### src/rtl/sdram_cost_pkg.sv
// Shared types for the SDRAM access cost estimator.
package sdram_cost_pkg;
    // Selects which weight register a configuration write targets.
    typedef enum logic [1:0] {
        WSEL_BANK = 2'd0,
        WSEL_PAGE = 2'd1,
        WSEL_BIT  = 2'd2,
        WSEL_NONE = 2'd3
    } wsel_e;
endpackage

### src/rtl/sce_open_rows.sv
// Open-row table: one row register and one valid flag per bank.
// Reports a page miss for the candidate and opens the candidate row
// in its bank when commit is high. Assumes banks are numbered 0..NB-1.
module sce_open_rows #(
    parameter int NB     = 4,
    parameter int ROW_W  = 13,
    localparam int BANK_W = $clog2(NB)
) (
    input  logic              clk,
    input  logic              rst_n,
    input  logic [BANK_W-1:0] cand_bank,
    input  logic [ROW_W-1:0]  cand_row,
    input  logic              commit,
    output logic              page_miss
);
    logic [ROW_W-1:0] open_row [NB];
    logic [NB-1:0]    open_vld;

    for (genvar g = 0; g < NB; g++) begin : g_bank
        // Capture the committed row for this bank only.
        always_ff @(posedge clk) begin
            if (!rst_n) begin
                open_row[g] <= '0;
                open_vld[g] <= 1'b0;
            end else if (commit && cand_bank == BANK_W'(g)) begin
                open_row[g] <= cand_row;
                open_vld[g] <= 1'b1;
            end
        end

        AST_ROW_OPENED: assert property (@(posedge clk) disable iff (!rst_n)
            (commit && cand_bank == BANK_W'(g)) |=> (open_vld[g] && open_row[g] == $past(cand_row)));
        AST_OTHER_BANK_KEPT: assert property (@(posedge clk) disable iff (!rst_n)
            !(commit && cand_bank == BANK_W'(g)) |=> ($stable(open_row[g]) && $stable(open_vld[g])));
    end

    // Compare the candidate row with the open row of its bank.
    always_comb begin
        page_miss = !open_vld[cand_bank] || (open_row[cand_bank] != cand_row);
    end
endmodule

### src/rtl/sce_last_access.sv
// Remembers the bank and column of the last committed request.
module sce_last_access #(
    parameter int BANK_W = 2,
    parameter int COL_W  = 10
) (
    input  logic              clk,
    input  logic              rst_n,
    input  logic              commit,
    input  logic [BANK_W-1:0] cand_bank,
    input  logic [COL_W-1:0]  cand_col,
    output logic [BANK_W-1:0] last_bank,
    output logic [COL_W-1:0]  last_col
);
    // Load bank and column on a commit.
    always_ff @(posedge clk) begin
        if (!rst_n) begin
            last_bank <= '0;
            last_col  <= '0;
        end else if (commit) begin
            last_bank <= cand_bank;
            last_col  <= cand_col;
        end
    end

    AST_LAST_LOADED: assert property (@(posedge clk) disable iff (!rst_n)
        commit |=> (last_bank == $past(cand_bank) && last_col == $past(cand_col)));
    AST_LAST_HELD: assert property (@(posedge clk) disable iff (!rst_n)
        !commit |=> ($stable(last_bank) && $stable(last_col)));
endmodule

### src/rtl/sce_weights.sv
// Weight register file written by select/data. Select value 3 is a no-op.
module sce_weights
    import sdram_cost_pkg::*;
#(
    parameter int          WT_W     = 16,
    parameter logic [15:0] DEF_BANK = 16'd4,
    parameter logic [15:0] DEF_PAGE = 16'd20,
    parameter logic [15:0] DEF_BIT  = 16'd1
) (
    input  logic            clk,
    input  logic            rst_n,
    input  logic            cfg_we,
    input  wsel_e           cfg_sel,
    input  logic [WT_W-1:0] cfg_wdata,
    output logic [WT_W-1:0] wt_bank,
    output logic [WT_W-1:0] wt_page,
    output logic [WT_W-1:0] wt_bit
);
    // Write the selected weight; reset to defaults.
    always_ff @(posedge clk) begin
        if (!rst_n) begin
            wt_bank <= WT_W'(DEF_BANK);
            wt_page <= WT_W'(DEF_PAGE);
            wt_bit  <= WT_W'(DEF_BIT);
        end else if (cfg_we) begin
            case (cfg_sel)
                WSEL_BANK: wt_bank <= cfg_wdata;
                WSEL_PAGE: wt_page <= cfg_wdata;
                WSEL_BIT:  wt_bit  <= cfg_wdata;
                default:   ;
            endcase
        end
    end

    AST_NONE_SEL_IGNORED: assert property (@(posedge clk) disable iff (!rst_n)
        (cfg_we && cfg_sel == WSEL_NONE) |=> ($stable(wt_bank) && $stable(wt_page) && $stable(wt_bit)));
endmodule

### src/rtl/sce_cost_sum.sv
// Bank compare, column popcount and saturating weighted sum.
// Purely combinational; clk/rst_n only clock the assertions.
module sce_cost_sum #(
    parameter int BANK_W = 2,
    parameter int COL_W  = 10,
    parameter int WT_W   = 16,
    parameter int COST_W = 16,
    localparam int TGL_W = $clog2(COL_W + 1),
    localparam int SUM_W = WT_W + TGL_W + 2
) (
    input  logic              clk,
    input  logic              rst_n,
    input  logic [BANK_W-1:0] cand_bank,
    input  logic [BANK_W-1:0] last_bank,
    input  logic [COL_W-1:0]  cand_col,
    input  logic [COL_W-1:0]  last_col,
    input  logic              page_miss,
    input  logic [WT_W-1:0]   wt_bank,
    input  logic [WT_W-1:0]   wt_page,
    input  logic [WT_W-1:0]   wt_bit,
    output logic              bank_change,
    output logic [TGL_W-1:0]  toggle_count,
    output logic [COST_W-1:0] cost
);
    localparam logic [SUM_W-1:0] COST_MAX = SUM_W'({COST_W{1'b1}});

    logic [COL_W-1:0] diff;
    logic [SUM_W-1:0] sum;

    // Count the column bits that would toggle.
    always_comb begin
        diff = cand_col ^ last_col;
        toggle_count = '0;
        for (int i = 0; i < COL_W; i++) begin
            toggle_count = toggle_count + TGL_W'(diff[i]);
        end
    end

    // Weighted sum of the three terms, clipped to the output range.
    always_comb begin
        bank_change = (cand_bank != last_bank);
        sum = (bank_change ? SUM_W'(wt_bank) : '0)
            + (page_miss   ? SUM_W'(wt_page) : '0)
            + SUM_W'(wt_bit) * SUM_W'(toggle_count);
        cost = (sum > COST_MAX) ? {COST_W{1'b1}} : sum[COST_W-1:0];
    end

    AST_TOGGLE_BOUND: assert property (@(posedge clk) disable iff (!rst_n)
        toggle_count <= TGL_W'(COL_W));
    AST_QUIET_ZERO: assert property (@(posedge clk) disable iff (!rst_n)
        (!bank_change && !page_miss && toggle_count == '0) |-> cost == '0);
    AST_PAGE_FLOOR: assert property (@(posedge clk) disable iff (!rst_n)
        page_miss |-> ({{(SUM_W-COST_W){1'b0}}, cost} >= SUM_W'(wt_page)
                       || cost == {COST_W{1'b1}}));
endmodule

### src/rtl/sdram_cost_est.sv
// Top: SDRAM access cost estimator. Combinational cost for the
// candidate request; the state registers follow committed requests.
module sdram_cost_est
    import sdram_cost_pkg::*;
#(
    parameter int NB     = 4,
    parameter int ROW_W  = 13,
    parameter int COL_W  = 10,
    parameter int WT_W   = 16,
    parameter int COST_W = 16,
    localparam int BANK_W = $clog2(NB),
    localparam int TGL_W  = $clog2(COL_W + 1)
) (
    input  logic              clk,
    input  logic              rst_n,
    input  logic [BANK_W-1:0] cand_bank,
    input  logic [ROW_W-1:0]  cand_row,
    input  logic [COL_W-1:0]  cand_col,
    input  logic              commit,
    input  logic              cfg_we,
    input  logic [1:0]        cfg_sel,
    input  logic [WT_W-1:0]   cfg_wdata,
    output logic              bank_change,
    output logic              page_miss,
    output logic [TGL_W-1:0]  toggle_count,
    output logic [COST_W-1:0] cost
);
    logic [BANK_W-1:0] last_bank;
    logic [COL_W-1:0]  last_col;
    logic [WT_W-1:0]   wt_bank, wt_page, wt_bit;

    sce_open_rows #(.NB(NB), .ROW_W(ROW_W)) u_rows (
        .clk(clk), .rst_n(rst_n), .cand_bank(cand_bank), .cand_row(cand_row),
        .commit(commit), .page_miss(page_miss)
    );

    sce_last_access #(.BANK_W(BANK_W), .COL_W(COL_W)) u_last (
        .clk(clk), .rst_n(rst_n), .commit(commit), .cand_bank(cand_bank),
        .cand_col(cand_col), .last_bank(last_bank), .last_col(last_col)
    );

    sce_weights #(.WT_W(WT_W)) u_wts (
        .clk(clk), .rst_n(rst_n), .cfg_we(cfg_we), .cfg_sel(wsel_e'(cfg_sel)),
        .cfg_wdata(cfg_wdata), .wt_bank(wt_bank), .wt_page(wt_page), .wt_bit(wt_bit)
    );

    sce_cost_sum #(.BANK_W(BANK_W), .COL_W(COL_W), .WT_W(WT_W), .COST_W(COST_W)) u_sum (
        .clk(clk), .rst_n(rst_n), .cand_bank(cand_bank), .last_bank(last_bank),
        .cand_col(cand_col), .last_col(last_col), .page_miss(page_miss),
        .wt_bank(wt_bank), .wt_page(wt_page), .wt_bit(wt_bit),
        .bank_change(bank_change), .toggle_count(toggle_count), .cost(cost)
    );

    AST_BANK_CHANGE_CLEARS: assert property (@(posedge clk) disable iff (!rst_n)
        commit |=> (cand_bank != $past(cand_bank) || !bank_change));
endmodule

### config.mk
export PLATFORM = sky130hd
export DESIGN_NAME = sdram_cost_est
export DESIGN_NICKNAME = d
export VERILOG_FILES = /design/src/rtl/sdram_cost_pkg.sv /design/src/rtl/sce_open_rows.sv /design/src/rtl/sce_last_access.sv /design/src/rtl/sce_weights.sv /design/src/rtl/sce_cost_sum.sv /design/src/rtl/sdram_cost_est.sv
export SDC_FILE = /design/constraint.sdc
export NUM_CORES = 1
export LEC_CHECK = 0
export BUFFER_PORTS_ARGS = -buffer_cell sky130_fd_sc_hd__buf_2
export CORE_MARGIN = 3
export CORE_UTILIZATION = 55
export CTS_CLUSTER_SIZE = 10
export DETAILED_ROUTE_END_ITERATION = 6
export PLACE_DENSITY = 0.77
export SLEW_MARGIN = 20
export SYNTH_ARGS = -nofsm -noshare
export SYNTH_HDL_FRONTEND = slang
export SYNTH_SLANG_ARGS = --single-unit
### constraint.sdc
create_clock -name clk -period 8.8 [get_ports clk]
set_input_delay 0.88 -clock clk [delete_from_list [all_inputs] [get_ports clk]]
set_output_delay 0.88 -clock clk [all_outputs]
set_load 0.05 [all_outputs]
==> results of run 1 <==
==> cells in the final DEF, fill, tap and decap left out, types with 7 or more instances in the layout <==
cell / instances
a21boi_0: 47
a21o_1: 10
a21oi_1: 15
and2_1: 74
and2_4: 9
buf_2: 50
buf_4: 64
buf_6: 14
buf_8: 8
clkbuf_16: 17
dfxtp_1: 64
edfxtp_1: 52
fa_1: 61
ha_1: 20
ha_4: 13
inv_1: 70
inv_2: 9
mux2i_1: 11
mux4_2: 14
nand2_1: 150
nand3_4: 10
nor2_1: 19
nor2b_1: 29
o21ai_1: 7
xnor2_1: 32
==> layer usage <==
| metal | GRT usage [%] | routed length (µm) |
|---|---|---|
| met4 | 7.10 | 208 |
| met2 | 37.7 | 9220 |
| met1 | 34.8 | 8860 |
| met5 | 0 | 7 |
| met3 | 5.89 | 1240 |
==> flip-flops by register name, summed over array words and instances, names as in the netlist <==
| signal | flops |
|---|---|
| u_rows.open_vld | 4 |
| u_wts.wt_bit | 16 |
| u_last.last_bank | 2 |
| u_rows.open_row | 52 |
| u_wts.wt_bank | 16 |
| u_last.last_col | 10 |
| u_wts.wt_page | 16 |
==> stage by stage <==
| stage | power [mW] | setup TNS, ns | std cells | instance area, µm² | utilization (%) |
|---|---|---|---|---|---|
| finish | 3.03 | -0.0291 | 1169 | 10600 | 72.0 |
| detailed placement | 2.01 | -3.86 | 1117 | 9340 | 63.5 |
| global route | 3.20 | -2.46 | 1169 | 10600 | 72.0 |
| global placement | 1.99 | -1.67 | 1117 | 9340 | 63.5 |
| CTS | 2.91 | -0.0158 | 1162 | 10400 | 70.5 |
| floorplan | 1.67 | 0 | 851 | 8550 | - |
==> area by class of cell <==
cell class	count	area [µm²]	share of cell area [%]
Multi-Input combinational cell	617	5560	52.5
Sequential cell	116	2840	26.9
Timing Repair Buffer	139	1070	10.1
Clock buffer	17	425	4.02
Inverter	80	304	2.87
Tap cell	184	230	2.17
Clock inverter	15	155	1.47
Antenna cell	1	2.50	0.0236
==> where the power goes <==
| part | switching [mW] | internal, mW |
|---|---|---|
| registers | 0.0137 | 0.593 |
| clock network | 0.255 | 0.417 |
| logic | 1.02 | 0.726 |
==> critical path, delay by kind of cell <==
family	cells	cell delay, ns
fa+ha+maj	10	4.43
compound gates	4	0.92
buf+inv	7	0.70
simple gates	3	0.64
xor+xnor	2	0.35
==> final timing paths <==
| check | start | cells past startpoint | to | slack, ns |
|---|---|---|---|---|
| hold / removal | u_rows.open_vld[0] | 1 | u_rows.open_vld[0] | 0.45 |
| setup reg to reg | u_wts.wt_bit[3] | 2 | u_wts.wt_bit[3] | 8.05 |
| hold reg to reg | u_rows.open_vld[0] | 1 | u_rows.open_vld[0] | 0.45 |
| setup / recovery | cand_col[0] | 26 | cost[15] | -0.03 |
==> timing repair <==
item,4_1_cts,5_1_grt
setup buffers,11,7
pin swaps,49,49
gates cloned,2,0
setup endpoints to repair,16,16
resized for setup,65,52
==> synthesized netlist by cell type, drive strengths merged, types with 3 or more instances <==
cell type and number:
and2 83, nor2b 29, nand3 21, ha 33
o211ai 5, a21o 10, o21ai 13, inv 80
a21oi 23, buf 9, dfxtp 64, a21boi 47
xnor2 32, nand4 5, nand2 156, clkbuf 30
fa 66, nor2 22, edfxtp 52, mux2i 11
xor2 7, mux4 14, a211oi 5, o21bai 3
a31oi 3
==> logic make-up (layout without fill, tap and decap cells) <==
| family | count (synthesis) | after routing | share of synthesized area [%] |
|---|---|---|---|
| AOI/OAI and AO/OA | 120 | 120 | 10.3 |
| xor gates and xnor gates | 39 | 40 | 4.10 |
| DFF | 116 | 116 | 34.1 |
| buffers and inverters | 119 | 251 | 5.94 |
| muxes | 25 | 25 | 5.10 |
| adders and majority gates | 99 | 99 | 20.8 |
| other | 0 | 1 | 0 |
| and+or+nand+nor | 333 | 333 | 19.7 |
==> run summary, run 1 <==
largest net degree at the start of global routing = 71
drt total wl = 19.5 mm
Slew Viols, Final = 0
worst-case clock buffer depth = 2
CP Data Required Time = 7.92 ns
share of cells above drive strength 1 = 27.7%
Largest stage delay, worst path = 0.59 ns
CTS H-tree lvls = 4
first-pass GRT wire length = 32.0 mm
register bit total from synthesis = 116
Final GP Congestion = 0.856
Root Driver = clkbuf_16
syn nets = 997
Die W = 129 µm
hold_ws = 0.451 ns
synth top area cells = edfxtp_1, fa_1, dfxtp_1
number of cell rows = 44
CP Max Fanout = 8
slew margin rel. = 28.8%
CP most frequent cell = fa_1
drt pass-1 iters = 4
Worst Max-Slew Pin Slew = 1.06 ns
WS Path Type = in -> out
yosys warns = 0
Reg clk slew, reported paths = 0.05 ns
GRT overflow = 0
average size of a mapped cell = 9.80 µm²
power per cell area = 286 nW/µm²
Crit path arrival time = 7.95 ns
clk_lat worst skew = 0.41 ns
Sink Count = 116
Post-synth ARST share = 0%
initial antenna violation count = 2
max-cap viol count = 0
Yosys top cell area share = 18.7%
violated checks = negative setup slack
Seq/Total Area, Yosys = 34.1%
dpl ws = -0.279 ns
# DRC = 0
Setup crit start kind = input port
number of buffers created by CTS = 17
DR vias = 6350
nets = 1117
Fill cells = 982
Fmax = 113 MHz
Ports = 69
CP max stage cell = fa_1
number of synthesized flops with an enable pin = 52
CTS Hold Buffers Added = 0
CTS tree = done
total die area = 16700 µm²
Core Box Area = 14700 µm²
initial core utilization = 56.7%
post-detail-place hpwl = 13.3 mm
outcome = finished with violations
worst setup margin = -0.0291 ns
per-cell routed wire length = 16.7 µm
RSZ-0062 raised after global routing = yes
overall global routing resource usage = 24.5%
synthesized instance count = 851
Area Overhead vs Synth = 26.9%
Yosys cell types = 53
CP endpoint kind = output pin
Max Clock Skew = 0 ns
DR iter-0 viols = 420
Hold Crit Class = reg -> reg
Final period util = 100%
vias per cell = 5.43
Port Buffer Count = 68
crit path time final = 8.83 ns
Post-Syn Area = 8340 µm²
Die H = 129 µm
area leader, netlist = edfxtp_1
final setup vio count = 1
dominant synthesized flop cell = dfxtp_1
Final Hold Fails = 0
ANT nets after route = 0
IR drop worst, VDD = 0.391 mV
P_leak = 4.44 nW
vias in the first global route = 6364
Note: power is estimated with default switching activity, not from simulation.
==> run 2, diff against run 1 <==
Settings changed: RECOVER_POWER set to 100.
==> run summary, run 2 (same netlist as run 1, synthesis figures left out) <==
Inst Count DP = 1117 (unchanged)
P_leak = 4.38 nW (-1.4%)
Multi-input gate area = 5560 µm² (unchanged)
# DRC = 0 (unchanged)
Area Overhead vs Synth = 26.7%
Reg area = 2840 µm² (unchanged)
initial antenna violation count = 2 (unchanged)
Reg clk slew, reported paths = 0.06 ns (about the same)
endpoint with the worst hold slack = u_rows.open_vld[1]
vias in the first global route = 6364 (unchanged)
Slew Viols, Final = 71 (+71)
Setup crit start kind = input port
max-cap viol count = 1 (+1)
clk_lat worst skew = 0.42 ns (about the same)
overall global routing resource usage = 24.5% (unchanged)
vias per cell = 5.48 (+0.82%)
slew margin rel. = -59.3% (-88 points)
power per cell area = 287 nW/µm² (+0.15%)
dpl ws = -0.279 ns (unchanged)
IR drop worst, VDD = 0.391 mV (about the same)
Worst Min Path Start = u_rows.open_vld[1]
R2R depth = 2 (unchanged)
CTS Hold Buffers Added = 0 (unchanged)
Die H = 129 µm (unchanged)
most frequent cells in the layout = nand2_1, inv_1, dfxtp_1, fa_1, buf_4
Crit path arrival time = 7.96 ns (about the same)
Worst Hold Depth = 1 (unchanged)
crit path time final = 8.84 ns (+0.00620 ns)
Root Driver = clkbuf_16
most common cell after layout, fill and taps aside = nand2_1
max reg flops = 52 (unchanged)
Largest stage delay, worst path = 0.59 ns (about the same)
worst setup margin = -0.0353 ns (-0.00620 ns)
ANT nets after route = 0 (unchanged)
nets = 1117 (unchanged)
Final GP Congestion = 0.856 (unchanged)
outcome = finished with violations
fin util = 71.9% (-0.15 points)
Port Buffer Count = 68 (unchanged)
per-cell routed wire length = 16.8 µm (+0.29%)
CP most frequent cell = fa_1
Ports = 69 (unchanged)
largest net degree at the start of global routing = 71 (unchanged)
Final Total Pwr = 3.03 mW (about the same)
Fill cells = 991 (+0.92%)
WS Path Type = in -> out
CP Data Required Time = 7.92 ns (about the same)
CP max stage cell = fa_1
GRT overflow = 0 (unchanged)
Hold Crit Class = reg -> reg
RSZ-0062 raised after global routing = yes
post-detail-place hpwl = 13.3 mm (unchanged)
first-pass GRT wire length = 32.0 mm (unchanged)
number of cell rows = 44 (unchanged)
DR vias = 6402 (+0.82%)
fin area = 10600 µm² (-0.21%)
Final Hold Fails = 0 (unchanged)
Max Clock Skew = 0 ns (unchanged)
r2r setup slk = 8.05 ns (about the same)
violated checks = max-capacitance violations, max-slew violations, negative setup slack
worst-case clock buffer depth = 2 (unchanged)
Biggest register = u_rows.open_row
share of cells above drive strength 1 = 26.7% (-1.0 points)
CTS H-tree lvls = 4 (unchanged)
Worst Max-Slew Pin Slew = 2.39 ns (+1.32 ns)
final setup vio count = 1 (unchanged)
DR iter-0 viols = 411 (-2.1%)
CP top delay family = adder cells
Fmax = 113 MHz (about the same)
Core Box Area = 14700 µm² (unchanged)
worst flop-to-flop path startpoint = u_wts.wt_bit[3]
drt total wl = 19.6 mm (+0.29%)
drt pass-1 iters = 4 (unchanged)
Buf/Inv on CP = 7 (unchanged)
number of buffers created by CTS = 17 (unchanged)
Sink Count = 116 (unchanged)
CP endpoint kind = output pin
CTS tree = done
RR Endpoint = u_wts.wt_bit[3]
total die area = 16700 µm² (unchanged)
initial core utilization = 56.7% (unchanged)
final non-filler cell total = 1169 (unchanged)
Post-DP Area = 9340 µm² (unchanged)
CP Max Fanout = 8 (unchanged)
Final period util = 100% (about the same)
Die W = 129 µm (unchanged)
-- run 2: cell count changes in the layout (fill, tap and decap cells not counted), sizes merged --
cell and change:
buf -10, clkbuf +10
-- run 2: per-stage QoR --
| stage | hold slack, ns | setup TNS [ns] |
|---|---|---|
| 3_3_place_gp | 0.429 | -1.67 |
| 2_1_floorplan | 0.421 | 0 |
| 3_5_place_dp | 0.441 | -3.86 |
| 4_1_cts | 0.454 | -0.0158 |
| 6_report | 0.453 | -0.0353 |
| 5_1_grt | 0.474 | -2.46 |
-- run 2: worst reg2reg max path, delay by kind of cell (launching register included) --
family	cells	cell delay, ns
simple gates	1	0.09
flops	1	0.42
compound gates	1	0.16
-- run 2: layer usage --
metal,track usage (%),wire [µm],part of all wire [%],up-vias
li1,-,-,-,3038
met3,5.89,1190,6.0,24
met2,37.7,9240,47,181
met4,7.10,221,1.1,2
met5,0,7,0.036,-
met1,34.8,8950,46,3157
-- run 2: repair_timing --
| action | 4_1_cts | 5_1_grt |
|---|---|---|
| resized for setup | 65 | 52 |
| pin swaps | 49 | 49 |
| buffers inserted | 11 | 7 |
| setup endpoints to repair | 16 | 16 |
| gates cloned | 2 | 0 |
-- run 2: worst max-delay path by stage --
| stage | startpoint | end | slack, ns | depth (start not counted) |
|---|---|---|---|---|
| CTS | cand_col[0] | cost[15] | -0.02 | 26 |
| detailed placement | cand_col[0] | cost[15] | -0.28 | 25 |
| finish | cand_col[0] | cost[15] | -0.04 | 26 |
| global placement | cand_col[0] | cost[15] | -0.14 | 25 |
| floorplan | cand_col[0] | cost[10] | 0.01 | 25 |
| global route | cand_col[0] | cost[15] | -0.22 | 27 |
-- run 2: power by group --
group	total, mW	switching, mW	internal (mW)
registers	0.607	0.0137	0.594
logic	1.74	1.02	0.720
clock network	0.675	0.258	0.417
-- run 2: layout make-up --
type / count / area share [%]
well taps: 184 / 2.18
repair buffers: 139 / 9.90
clock buffers: 17 / 4.03
clock inverters: 15 / 1.47
diodes: 1 / 0.0237
multi-input cells: 617 / 52.6
flip-flops and latches: 116 / 26.9
inverters: 80 / 2.88
